`src/rtl/sio_cfg_pkg.sv`:
```
package sio_cfg_pkg;

    localparam logic [7:0] REG_CFG_CTL  = 8'h02;
    localparam logic [7:0] REG_DEV_NUM  = 8'h07;
    localparam logic [7:0] REG_CLK_SEL  = 8'h23;
    localparam logic [7:0] BANK_FLOOR   = 8'h30;
    localparam logic [7:0] REG_ACTIVATE = 8'h30;
    localparam logic [7:0] REG_BASE_HI  = 8'h60;
    localparam logic [7:0] REG_BASE_LO  = 8'h61;
    localparam logic [7:0] REG_OPTION   = 8'hF0;

    localparam logic [7:0] CFG_LEAVE    = 8'h02;
    localparam logic [7:0] LOCKED_BYTE  = 8'hFF;

    localparam logic [7:0] KEY_FIRST    = 8'h87;
    localparam logic [7:0] KEY_SECOND   = 8'h01;
    localparam logic [7:0] KEY_THIRD    = 8'h55;
    localparam logic [15:0] ALT_BASE    = 16'h004E;

    typedef enum logic [1:0] {
        KS_WAIT0 = 2'd0,
        KS_WAIT1 = 2'd1,
        KS_WAIT2 = 2'd2,
        KS_WAIT3 = 2'd3
    } key_step_e;

    // One register-file access as seen by the global or banked storage
    typedef struct packed {
        logic       wr;
        logic [7:0] idx;
        logic [7:0] wdata;
    } cfg_acc_t;

    typedef struct packed {
        logic        active;
        logic [15:0] base;
        logic [7:0]  opt;
    } dev_cfg_t;

    function automatic logic [7:0] last_key(input logic [15:0] base);
        return (base == ALT_BASE) ? 8'hAA : 8'h55;
    endfunction

    function automatic logic [7:0] key_expect(input key_step_e s, input logic [15:0] base);
        case (s)
            KS_WAIT0: return KEY_FIRST;
            KS_WAIT1: return KEY_SECOND;
            KS_WAIT2: return KEY_THIRD;
            default:  return last_key(base);
        endcase
    endfunction

    function automatic key_step_e step_after(input key_step_e s);
        case (s)
            KS_WAIT0: return KS_WAIT1;
            KS_WAIT1: return KS_WAIT2;
            KS_WAIT2: return KS_WAIT3;
            default:  return KS_WAIT0;
        endcase
    endfunction

    function automatic logic is_banked(input logic [7:0] idx);
        return idx >= BANK_FLOOR;
    endfunction

endpackage

```
`src/rtl/sio_key_matcher.sv`:
```
module sio_key_matcher
    import sio_cfg_pkg::*;
#(
    parameter logic [15:0] BASE_PORT = 16'h002E
) (
    input  logic       clk,
    input  logic       rst,
    input  logic       key_wr,
    input  logic [7:0] key_byte,
    output logic       unlock
);

    key_step_e step_q, step_d;
    logic      hit;

    assign hit = (key_byte == key_expect(step_q, BASE_PORT));

    always_comb begin
        step_d = step_q;
        unlock = 1'b0;
        if (key_wr) begin
            if (!hit) begin
                step_d = KS_WAIT0;
            end else if (step_q == KS_WAIT3) begin
                step_d = KS_WAIT0;
                unlock = 1'b1;
            end else begin
                step_d = step_after(step_q);
            end
        end
    end

    always_ff @(posedge clk) begin
        if (rst) step_q <= KS_WAIT0;
        else     step_q <= step_d;
    end

    // a wrong byte always returns the matcher to the first key byte
    assert_restart_on_miss_R3: assert property (@(posedge clk) disable iff (rst)
        (key_wr && !hit) |=> (step_q == KS_WAIT0));

    // with no index write the matcher holds its position
    assert_hold_without_write_R3: assert property (@(posedge clk) disable iff (rst)
        !key_wr |=> $stable(step_q));

endmodule

```
`src/rtl/sio_global_regs.sv`:
```
module sio_global_regs
    import sio_cfg_pkg::*;
(
    input  logic       clk,
    input  logic       rst,
    input  cfg_acc_t   acc,
    output logic [7:0] dev_num,
    output logic       clk_sel,
    output logic       leave,
    output logic [7:0] rd_data
);

    always_ff @(posedge clk) begin
        if (rst) begin
            dev_num <= '0;
            clk_sel <= 1'b0;
        end else if (acc.wr) begin
            case (acc.idx)
                REG_DEV_NUM: dev_num <= acc.wdata;
                REG_CLK_SEL: clk_sel <= acc.wdata[0];
                default: ;
            endcase
        end
    end

    assign leave = acc.wr && (acc.idx == REG_CFG_CTL) && (acc.wdata == CFG_LEAVE);

    always_comb begin
        case (acc.idx)
            REG_DEV_NUM: rd_data = dev_num;
            REG_CLK_SEL: rd_data = {7'd0, clk_sel};
            default:     rd_data = 8'h00;
        endcase
    end

    // the device number only moves on a global write
    assert_devnum_hold_R7: assert property (@(posedge clk) disable iff (rst)
        !acc.wr |=> $stable(dev_num));

    // the clock choice only moves on a global write
    assert_clksel_hold_R8: assert property (@(posedge clk) disable iff (rst)
        !acc.wr |=> $stable(clk_sel));

endmodule

```
`src/rtl/sio_dev_bank.sv`:
```
module sio_dev_bank
    import sio_cfg_pkg::*;
(
    input  logic       clk,
    input  logic       rst,
    input  logic       sel,
    input  cfg_acc_t   acc,
    output dev_cfg_t   cfg,
    output logic [7:0] rd_data
);

    logic we;
    assign we = sel && acc.wr;

    always_ff @(posedge clk) begin
        if (rst) begin
            cfg <= '0;
        end else if (we) begin
            case (acc.idx)
                REG_ACTIVATE: cfg.active <= acc.wdata[0];
                REG_BASE_HI:  if (!cfg.active) cfg.base[15:8] <= acc.wdata;
                REG_BASE_LO:  if (!cfg.active) cfg.base[7:0]  <= acc.wdata;
                REG_OPTION:   cfg.opt <= acc.wdata;
                default: ;
            endcase
        end
    end

    always_comb begin
        case (acc.idx)
            REG_ACTIVATE: rd_data = {7'd0, cfg.active};
            REG_BASE_HI:  rd_data = cfg.base[15:8];
            REG_BASE_LO:  rd_data = cfg.base[7:0];
            REG_OPTION:   rd_data = cfg.opt;
            default:      rd_data = 8'h00;
        endcase
    end

    // the base stays fixed across cycles in which the device is active
    assert_base_frozen_R11: assert property (@(posedge clk) disable iff (rst)
        (cfg.active && $past(cfg.active)) |-> $stable(cfg.base));

    // an unselected bank keeps its contents
    assert_unselected_hold_R7: assert property (@(posedge clk) disable iff (rst)
        !sel |=> $stable(cfg));

endmodule

```
`src/rtl/sio_cfg_gate.sv`:
```
module sio_cfg_gate
    import sio_cfg_pkg::*;
#(
    parameter logic [15:0] BASE_PORT = 16'h002E,
    parameter int          NUM_DEV   = 8
) (
    input  logic                  clk,
    input  logic                  rst,
    input  logic                  wr_stb,
    input  logic                  rd_stb,
    input  logic                  port_sel,
    input  logic [7:0]            wdata,
    output logic [7:0]            rdata,
    output logic                  rd_vld,
    output logic                  cfg_mode,
    output logic                  clk_div_sel,
    output logic [NUM_DEV-1:0]    dev_active,
    output logic [NUM_DEV*16-1:0] dev_base
);

    localparam int BASE_W = 16;

    logic       cfg_q;
    logic [7:0] idx_q;
    logic       key_wr, data_wr, unlock, leave;
    logic [7:0] dev_num, glob_rd, bank_rd;
    cfg_acc_t   glob_acc, bank_acc;
    dev_cfg_t   dev_cfg [NUM_DEV];
    logic [7:0] dev_rd  [NUM_DEV];

    assign key_wr  = wr_stb && !port_sel && !cfg_q;
    assign data_wr = wr_stb &&  port_sel &&  cfg_q;

    sio_key_matcher #(.BASE_PORT(BASE_PORT)) u_key (
        .clk      (clk),
        .rst      (rst),
        .key_wr   (key_wr),
        .key_byte (wdata),
        .unlock   (unlock)
    );

    always_comb begin
        glob_acc.wr    = data_wr && !is_banked(idx_q);
        glob_acc.idx   = idx_q;
        glob_acc.wdata = wdata;
        bank_acc.wr    = data_wr && is_banked(idx_q);
        bank_acc.idx   = idx_q;
        bank_acc.wdata = wdata;
    end

    sio_global_regs u_glob (
        .clk     (clk),
        .rst     (rst),
        .acc     (glob_acc),
        .dev_num (dev_num),
        .clk_sel (clk_div_sel),
        .leave   (leave),
        .rd_data (glob_rd)
    );

    for (genvar i = 0; i < NUM_DEV; i++) begin : g_dev
        sio_dev_bank u_bank (
            .clk     (clk),
            .rst     (rst),
            .sel     (dev_num == 8'(i)),
            .acc     (bank_acc),
            .cfg     (dev_cfg[i]),
            .rd_data (dev_rd[i])
        );
        assign dev_active[i]                  = dev_cfg[i].active;
        assign dev_base[i*BASE_W +: BASE_W]   = dev_cfg[i].base;
    end

    always_comb begin
        bank_rd = 8'h00;
        for (int i = 0; i < NUM_DEV; i++) begin
            if (dev_num == 8'(i)) bank_rd = dev_rd[i];
        end
    end

    always_ff @(posedge clk) begin
        if (rst) begin
            cfg_q <= 1'b0;
            idx_q <= 8'h00;
        end else begin
            if (unlock)     cfg_q <= 1'b1;
            else if (leave) cfg_q <= 1'b0;
            if (wr_stb && !port_sel && cfg_q) idx_q <= wdata;
        end
    end

    always_ff @(posedge clk) begin
        if (rst) begin
            rd_vld <= 1'b0;
            rdata  <= 8'h00;
        end else begin
            rd_vld <= rd_stb;
            if (rd_stb) begin
                if (!cfg_q)         rdata <= LOCKED_BYTE;
                else if (!port_sel) rdata <= idx_q;
                else if (is_banked(idx_q)) rdata <= bank_rd;
                else                rdata <= glob_rd;
            end
        end
    end

    assign cfg_mode = cfg_q;

    // the space opens only on an index write of the final key byte
    assert_open_on_key_R2: assert property (@(posedge clk) disable iff (rst)
        $rose(cfg_q) |-> $past(wr_stb && !port_sel && wdata == last_key(BASE_PORT)));

    // the space closes only on the leave code written to configure control
    assert_close_on_leave_R6: assert property (@(posedge clk) disable iff (rst)
        ($fell(cfg_q) && !$past(rst)) |->
            $past(wr_stb && port_sel && idx_q == REG_CFG_CTL && wdata == CFG_LEAVE));

    // a locked read returns all ones
    assert_locked_read_R4: assert property (@(posedge clk) disable iff (rst)
        (rd_stb && !cfg_q) |=> (rd_vld && rdata == LOCKED_BYTE));

    // read valid follows the strobe by one cycle
    assert_rd_valid_follows_R13: assert property (@(posedge clk) disable iff (rst)
        rd_stb |=> rd_vld);
    assert_rd_valid_quiet_R13: assert property (@(posedge clk) disable iff (rst)
        !rd_stb |=> !rd_vld);

endmodule

```
`config.mk`:
```
export PLATFORM = sky130hd
export DESIGN_NAME = sio_cfg_gate
export DESIGN_NICKNAME = d
export VERILOG_FILES = /design/src/rtl/sio_cfg_pkg.sv /design/src/rtl/sio_key_matcher.sv /design/src/rtl/sio_global_regs.sv /design/src/rtl/sio_dev_bank.sv /design/src/rtl/sio_cfg_gate.sv
export SDC_FILE = /design/constraint.sdc
export NUM_CORES = 1
export LEC_CHECK = 0
export ABC_CLOCK_PERIOD_IN_PS = 4650
export BUFFER_PORTS_ARGS = -buffer_cell sky130_fd_sc_hd__buf_2
export CAP_MARGIN = 20
export CORE_UTILIZATION = 63
export DETAILED_ROUTE_END_ITERATION = 10
export PLACE_DENSITY = 0.86
export SLEW_MARGIN = 20
export SYNTH_ARGS = -nofsm -noshare
export SYNTH_HDL_FRONTEND = slang
export SYNTH_HIERARCHICAL = 1
export SYNTH_SLANG_ARGS = --single-unit
```
`constraint.sdc`:
```
create_clock -name clk -period 4.65 [get_ports clk]
set_input_delay 0.465 -clock clk [delete_from_list [all_inputs] [get_ports clk]]
set_output_delay 0.465 -clock clk [all_outputs]
set_load 0.02 [all_outputs]
```
# After elaboration in Yosys (flattened, before gate mapping)
# Index checks and enable logic that the tools add are counted.
# classes
magnitude_cmp	1
n_eq_ne	19
mux	29
n_bitwise	8
reduce_logical	57
# op_table
cell	n
$pmux 8 s4	8
$mux 8	11
$reduce_and 3->1	16
$eq 8x3->1 const B	5
$reduce_and 2->1	18
$eq 8x2->1 const B	4
$pmux 8 s2	2
$logic_and 1x1->1	17
$eq 8x6->1 const B	2
$eq 8x7->1 const B	2
$eq 8x1->1 const B	1
$eq 8x8->1	1
$eq 8x8->1 const B	1
$ge 8x6->1 const B	1
$logic_not 8->1	1
$not 1->1	8
$pmux 2 s3	1
$mux 1	5
$eq 2x2->1 const B	2
$mux 2	2
$logic_not 1->1	3
$eq 2x1->1 const B	1
$logic_not 2->1	1
$reduce_bool 2->1	1
# word_totals
regBits	229
inputBits	13
elab_cells	153

# Depth between registers and ports, before layout
# Gate-level depths: netlist of the first run.
# depth
ltp_word	13
ltp_mapped	9
depth_no_buf	8

# Modules after synthesis
# The synthesis of the first run kept the hierarchy.
# modules_own_cells
module	n_inst	cells_per_inst	area_per_inst_um2	seq_area_each_um2
sio_dev_bank	8	132	1295.0	500.5
sio_cfg_gate	1	184	1539.0	360.3
sio_global_regs	1	60	555.5	180.2
sio_key_matcher	1	28	252.7	40.0

# Least setup slack after synthesis of the first run
# Ideal clock, no wire load.
# synth_path
path_type	register to register
startpoint	reg idx_q[0]
endpoint	reg rdata[7]
setup_time_ns	0.129
t_arrival_ns	2.684
t_required_ns	4.521
slack_ns	1.836
stages_incl_launch_ff	9
path_buffers	1
synth_period_minus_slack_ns	2.814
cell_sequence	dfxtp_1 > or4_4 > buf_6 > nor2_2 > a221o_1 > mux2_2 > a221o_1 > nand3_1 > a31oi_1
# synth_rtl
element	line	rtl
from (decl)	sio_cfg_gate.sv:24	logic [7:0] idx_q;
from (signal assigned)	sio_cfg_gate.sv:88	if (wr_stb && !port_sel && cfg_q) idx_q <= wdata;
to (signal assigned)	sio_cfg_gate.sv:100	else if (!port_sel) rdata <= idx_q;
to (signal assigned)	sio_cfg_gate.sv:101	else if (is_banked(idx_q)) rdata <= bank_rd;
to (signal assigned)	sio_cfg_gate.sv:102	else rdata <= glob_rd;
to (decl)	sio_cfg_gate.sv:13	output logic [7:0] rdata,

==> results of run 1 <==
## cell usage in the layout, fill, tap and decap left out, drive strengths merged, types with 10 or more instances in the layout
master	netlist	routed
a221o	68	68
a221oi	10	10
a31oi	14	14
buf	42	172
clkbuf	31	36
dfxtp	229	229
inv	74	74
mux2	10	10
mux2i	228	228
nand2	26	26
nand2b	295	295
nand3	10	10
nand4bb	10	10
nor2	37	37
nor3	86	86
nor4	14	14
o31ai	10	10
or3	17	17
or4	17	17
## cells in the mapped netlist (all sizes together) (10+ instances only)
library cell,n
nand2,26
o31ai,10
or4,17
inv,74
a31oi,14
nor2,37
a221oi,10
or3,17
nor3,86
dfxtp,229
mux2,10
clkbuf,31
buf,42
a221o,68
nand4bb,10
nor4,14
mux2i,228
nand2b,295
nand3,10
## worst max-delay path, cell delays in order, from the launching register on
cell,delay (ns)
sky130_fd_sc_hd__dfxtp_1,0.81
sky130_fd_sc_hd__nand4bb_1,0.55
sky130_fd_sc_hd__nor3_1,0.87
sky130_fd_sc_hd__a221o_1,0.32
sky130_fd_sc_hd__mux4_2,0.26
sky130_fd_sc_hd__o2bb2ai_1,0.13
sky130_fd_sc_hd__nand2_1,0.10
sky130_fd_sc_hd__a31oi_1,0.15
## cell families after synthesis
logic type | count (synthesis)
AND/OR/NAND/NOR | 574
multiplexers | 239
flip-flops | 229
buffers and inverters | 147
AO/OA/AOI/OAI | 130
adder cells (fa/ha/maj) | 6
XOR/XNOR | 3
## flip-flops by register name, summed over array words and instances (netlist names)
register / flops
idx_q: 8
u_key/step_q: 2
rdata: 8
g_dev.u_bank/cfg: 200
cfg_mode: 1
u_glob/clk_sel: 1
u_glob/dev_num: 8
rd_vld: 1
## routing by layer
metal | vias up | GRT usage (%)
li1 | 5011 | -
met1 | 5194 | 44.9
met2 | 552 | 55.0
met3 | 120 | 7.65
met4 | 0 | 13.8
met5 | - | 0
## layout make-up
cell class                 count  area, um2
fill                        1474       5350
timing repair buffer         172        912
sequential                   229       4590
tap                          265        332
inverter                      74        278
antenna                        1       2.50
multi-input combinational    952       7360
clock buffer                  36        687
clock inverter                 6       80.1
## through the flow
| step | utilization [%] | area (um2) | cells | setup slack (ns) | power [mW] |
|---|---|---|---|---|---|
| floorplan | - | 12700 | 1328 | 1.84 | 2.12 |
| global placement | 68.8 | 13500 | 1692 | 1.58 | 2.18 |
| detailed placement | 68.8 | 13500 | 1692 | 1.56 | 2.18 |
| CTS | 72.7 | 14200 | 1734 | 1.53 | 4.07 |
| global route | 72.7 | 14200 | 1734 | 1.23 | 4.16 |
| finish | 72.7 | 14200 | 1735 | 1.38 | 4.06 |
## worst max-delay path by stage
stage / from / endpoint / slack [ns] / depth (start not counted)
after floorplan: idx_q[0] / rdata[7] / 1.84 / 8
after global placement: idx_q[6] / rdata[5] / 1.58 / 7
after detailed placement: idx_q[6] / rdata[5] / 1.56 / 7
after CTS: idx_q[6] / rdata[4] / 1.53 / 7
after global routing: idx_q[6] / rdata[4] / 1.23 / 7
final: idx_q[6] / rdata[4] / 1.38 / 7
## power by group
part	leakage [nW]	switching (mW)	internal [mW]
Combinational	3.83	0.107	0.0642
Sequential	1.85	0.00470	1.97
Clock	0.377	0.790	1.13
Total	6.05	0.902	3.16
==> summary.log, run 1 <==
[synth] area share of fa/ha/maj cells after synthesis 0.591%
[hold_path] endpoint with the worst hold slack rd_vld
[synth] leading register cell type out of synthesis sky130_fd_sc_hd__dfxtp_1
[critical_path] worst setup path class reg -> reg
[floorplanning] initial cell density of the core 64.9%
[clocking] Reg clk slew, reported paths 0.06 ns
[synth] cell area after technology mapping 12700 um2
[synth] library cell occupying the most area in the post-synthesis netlist sky130_fd_sc_hd__dfxtp_1
[synth] synthesized instance count 1328
[drt] length of routed met3 wiring 3240 um
[grt] Congestion Overflow GR 0
[synth] multiplexer area fraction after synthesis 19.0%
[synth] post-synthesis share of cell area spent on and, or, nand and nor gates 28.9%
[hold_path] Cells on Worst Hold Path 2
[drt] met2 routed wirelength 16200 um
[pwr] static power due to leakage 6.05 nW
[synth] async set or reset register ratio after synthesis 0%
[drt] antenna viol nets, final 0
[clocking] clock sink count 229
[floorplanning] vertical die dimension 144 um
[sta] final slew viol count 0
[clocking] total number of H-tree levels 1
[synth] count of yosys warnings during synthesis 6
[clocking] number of buffers created by CTS 24
[drt] Vias per Instance 6.27
[clocking] CTS Hold Buffers Added 0
[hold_path] Hold Path Origin rd_stb
[drt] DRC Markers 0
[synth] Compound-Gate Fraction of Synth Area 9.19%
[drt] post-route met1 wirelength 15000 um
[finish] share of cells above drive strength 1 18.2%
[floorplanning] IO Pins 160
[critical_path] Worst Reg2Reg Path Length in Cells 7
[place] number of buffer cells added on primary ports 159
[clocking] Longest Clk Path Bufs 3
[floorplanning] placeable core region 19600 um2
[clocking] Resize count post-CTS 0
[sta] worst slack on hold paths 0.336 ns
[synth] fraction of the yosys area taken by sequential cells 36.1%
[drt] per-cell routed wire length 20.7 um
[synth] number of flops mapped to enable cells by yosys 0
[clocking] cell at the root of the clock tree sky130_fd_sc_hd__clkbuf_16
[critical_path] arrival time worst endpoint 3.72 ns
[clocking] Clk Latency, worst-skew pair 0.53 ns
[floorplanning] placement row count 51
[grt] aggregate global-route resource usage 34.4%
[synth] net count after synthesis 1347
[drt] detailed-route via count 10900
[hold_path] hold crit path type in -> reg
[drt] total wire length after detailed routing 35900 um
[synth] Synth Area in XOR/XNOR 0.207%
[grt] first-pass GRT wire length 55300 um
[place] final estimated routing congestion in global placement 0.992
[drt] top layer used by detailed routing met4
[clocking] number of buffers added for setup after CTS 0
[sta] Final Skew 0.0123 ns
[sta] fraction of the cycle the final worst path needs 70.3%
[clocking] clock tree from TritonCTS yes
[synth] synthesized area per cell 9.57 um2
[synth] dominant combinational cell family by area after synthesis simple AND/OR/NAND/NOR gates
[sta] f_max 306 MHz
[floorplanning] DIE WIDTH 144 um
[drt] number of detailed-routing iterations run before antenna repair 6
[sta] slew of the pin with the lowest slew margin 1.07 ns
[grt] maximum number of pins on one net before global-route repair 172
[critical_path] Critical Path Start Type flip-flop
[sta] headroom to the max-slew limit 28.3%
[critical_path] FF-to-FF Start idx_q[6]
[sta] Setup TNS 0 ns
[sta] fin crit period 3.27 ns
[sta] count of endpoints failing hold in the final timing report 0
[grt] number of global-route vias before repair 10100
[place] HPWL after detailed placement 24300 um
[job] max-cap violations 0
[sta] setup-violating endpoint count in the final report 0
[critical_path] register-to-register path setup slack 1.38 ns
[grt] initial antenna violation count 1
[run_status] result of the run finished, final reports clean
[floorplanning] die outline area 20700 um2
[critical_path] critical path data required time 5.10 ns
[synth] Synth top area share 36.1%
[finish] number of nets in the layout 1472
[critical_path] critical path capture point type flip-flop
[drt] initial detailed-routing violation count 1169
[critical_path] Max Fanout on Critical Path 23
[synth] Unique masters post-synth 57
[pwr] maximum vdd ir drop 0.000241 V
[synth] number of flip-flops and latches in the synthesized netlist 229
[critical_path] worst r2r dst rdata[4]
[synth] top cells by area, synth sky130_fd_sc_hd__dfxtp_1 (36%), sky130_fd_sc_hd__mux2i_1 (18%), sky130_fd_sc_hd__nand2b_1 (15%), sky130_fd_sc_hd__a221o_1 (5.3%), sky130_fd_sc_hd__nor3_1 (3.0%)
[pwr] Cell Pwr Density 285 nW/um2
[sta] setup repair after global routing missed its margin no
[finish] Layout Area Growth over Synthesis 12.1%
(Power assumes the default switching activity.)
==> run 2: changes to the inputs <==
Settings changed: ABC_CLOCK_PERIOD_IN_PS 4650 to 3250, CORE_UTILIZATION 63 to 59, PLACE_DENSITY 0.86 to 0.81.
Clock period 4.65 ns to 3.25 ns, I/O delays scaled along.
==> summary.log, run 2 (same netlist as run 1, synthesis figures left out) <==
[run_status] result of the run finished, final reports clean
[clocking] total number of H-tree levels 1 [unchanged]
[grt] number of global-route vias before repair 10300 [+1.3%]
[floorplanning] placeable core region 21100 um2 [+7.6%]
[critical_path] critical path data required time 3.71 ns [-1.39 ns]
[critical_path] Worst Reg2Reg Path Length in Cells 7 [unchanged]
[floorplanning] IO Pins 160 [unchanged]
[place] HPWL after detailed placement 24000 um [-1.1%]
[grt] aggregate global-route resource usage 32.4% [-2.0 points]
[grt] initial antenna violation count 0 [-1]
[finish] Layout Area Growth over Synthesis 15.1%
[floorplanning] initial cell density of the core 60.3% [-4.6 points]
[critical_path] register-to-register path setup slack 0.23 ns [-1.15 ns]
[hold_path] hold crit path type in -> reg
[floorplanning] DIE WIDTH 149 um [+3.3%]
[critical_path] critical path capture point type flip-flop
[sta] count of endpoints failing hold in the final timing report 0 [unchanged]
[clocking] CTS Hold Buffers Added 0 [unchanged]
[finish] most frequent cells in the layout sky130_fd_sc_hd__nand2b_1 (295), sky130_fd_sc_hd__mux2i_1 (228), sky130_fd_sc_hd__dfxtp_1 (228), sky130_fd_sc_hd__buf_2 (158), sky130_fd_sc_hd__nor3_1 (75)
[pwr] maximum vdd ir drop 0.000460 V [+91%]
[job] max-cap violations 0 [unchanged]
[drt] number of detailed-routing iterations run before antenna repair 5 [-1]
[critical_path] arrival time worst endpoint 3.49 ns [-0.23 ns]
[critical_path] buffer and inverter count on the worst path 0 [unchanged]
[floorplanning] die outline area 22100 um2 [+6.7%]
[critical_path] termination of the worst setup path rdata[7]
[critical_path] FF-to-FF Start idx_q[1]
[critical_path] Critical Path Start Type flip-flop
[pwr] static power due to leakage 6.23 nW [+2.9%]
[sta] post-layout worst setup margin 0.228 ns [-1.15 ns]
[sta] Setup TNS 0 ns [unchanged]
[clocking] Resize count post-CTS 0 [unchanged]
[clocking] clock sink count 229 [unchanged]
[critical_path] number of logic stages on the critical path including buffering 7 [unchanged]
[drt] DRC Markers 0 [unchanged]
[place] Setup WS pre-CTS 0.259 ns [-1.30 ns]
[finish] count of inserted antenna diode cells 0 [-1]
[sta] setup repair after global routing missed its margin no
[floorplanning] placement row count 53 [+3.9%]
[finish] max reg flops 200 [unchanged]
[drt] per-cell routed wire length 20.6 um [-0.19%]
[drt] detailed-route via count 10900 [+0.33%]
[critical_path] worst setup path class reg -> reg
[critical_path] Max Fanout on Critical Path 22 [-4.3%]
[clocking] clock tree from TritonCTS yes
[sta] fraction of the cycle the final worst path needs 93.0% [+23 points]
[finish] Biggest register g_dev.u_bank/cfg
[finish] Non-Filler Instances 1769 [+2.0%]
[clocking] Reg clk slew, reported paths 0.06 ns [about the same]
[grt] Congestion Overflow GR 0 [unchanged]
[grt] first-pass GRT wire length 56600 um [+2.3%]
[clocking] number of buffers created by CTS 26 [+8.3%]
[sta] final slew viol count 0 [unchanged]
[finish] share of cells above drive strength 1 20.2% [+2.0 points]
[critical_path] standard cell with the maximum stage delay on the critical path sky130_fd_sc_hd__nor3_1
[finish] post-route core utilization 69.3% [-3.4 points]
[sta] slew of the pin with the lowest slew margin 1.09 ns [+0.0156 ns]
[drt] antenna viol nets, final 0 [unchanged]
[critical_path] biggest cell delay along the critical path 0.76 ns [-0.11 ns]
[drt] initial detailed-routing violation count 1003 [-14%]
[clocking] number of buffers added for setup after CTS 0 [unchanged]
[sta] headroom to the max-slew limit 27.2% [-1.0 points]
[sta] Final Skew 0.0105 ns [-0.00180 ns]
[drt] Vias per Instance 6.17 [-1.6%]
[sta] f_max 331 MHz [+8.1%]
[place] final estimated routing congestion in global placement 0.940 [-5.2%]
[critical_path] worst r2r dst rdata[7]
[clocking] Clk Latency, worst-skew pair 0.54 ns [about the same]
[pwr] Cell Pwr Density 427 nW/um2 [+50%]
[drt] total wire length after detailed routing 36500 um [+1.8%]
[critical_path] start point of the critical path idx_q[1]
[sta] fin crit period 3.02 ns [-0.246 ns]
[finish] number of nets in the layout 1493 [+1.4%]
[clocking] cell at the root of the clock tree sky130_fd_sc_hd__clkbuf_16
[critical_path] most numerous cell on the critical path sky130_fd_sc_hd__a221o_1
[critical_path] CP delay by family, top simple AND/OR/NAND/NOR gates
[place] Inst Count DP 1721 [+1.7%]
[finish] number of inserted filler cells in the final layout 1631 [+11%]
[place] number of buffer cells added on primary ports 159 [unchanged]
[sta] setup-violating endpoint count in the final report 0 [unchanged]
[grt] maximum number of pins on one net before global-route repair 108 [-37%]
[floorplanning] vertical die dimension 149 um [+3.3%]
[finish] most common library cell in the layout ignoring fill and taps sky130_fd_sc_hd__nand2b_1
[critical_path] cell-by-cell trace of the critical path or3_4 > nor3_1 > a221o_1 > mux2_2 > a221o_1 > nand3_1 > a31oi_1
[hold_path] Hold Path Origin rd_stb
[clocking] Longest Clk Path Bufs 3 [unchanged]
[run 2: cell count changes in the layout (fill, tap and decap cells not counted), sizes merged]
cell,previous run,this run
buf,172,191
diode,1,0
clkinvlp,0,5
bufinv,2,3
[run 2: through the flow]
stage,instance area [um2],power [mW],hold WS [ns]
CTS,14600,6.27,0.175
finish,14600,6.25,0.194
global placement,13700,3.12,0.458
floorplan,12700,3.03,0.425
detailed placement,13700,3.12,0.461
global route,14600,6.41,0.183
[run 2: final cells by class]
cell class / count / area (um2) / share of cell area (%)
clock buffers: 36 / 800 / 5.47
repair buffers: 191 / 1090 / 7.47
inverters: 74 / 278 / 1.90
well taps: 275 / 344 / 2.35
multi-input cells: 952 / 7370 / 50.4
flip-flops and latches: 229 / 4590 / 31.4
clock inverters: 12 / 151 / 1.04
[run 2: power by group]
part           switching, mW  leakage (nW)  internal, mW
combinational          0.155          3.92        0.0924
sequential           0.00697          1.85          2.81
clock                   1.23         0.456          1.96
[run 2: worst min-delay path by stage]
stage | to | slack (ns) | cells past startpoint
after floorplan | u_key/step_q[0] | 0.43 | 1
after global placement | g_dev[5].u_bank/cfg[2] | 0.46 | 2
after detailed placement | g_dev[7].u_bank/cfg[2] | 0.46 | 2
after CTS | rd_vld | 0.17 | 2
after global routing | rd_vld | 0.18 | 2
final | rd_vld | 0.19 | 2
[run 2: layer usage]
metal | vias up | wire length (um) | GRT usage (%)
li1 | 5056 | - | -
met1 | 5266 | 15600 | 44.2
met2 | 520 | 16700 | 52.3
met3 | 71 | 3230 | 4.59
met4 | 0 | 1020 | 11.5
met5 | - | 0 | 0
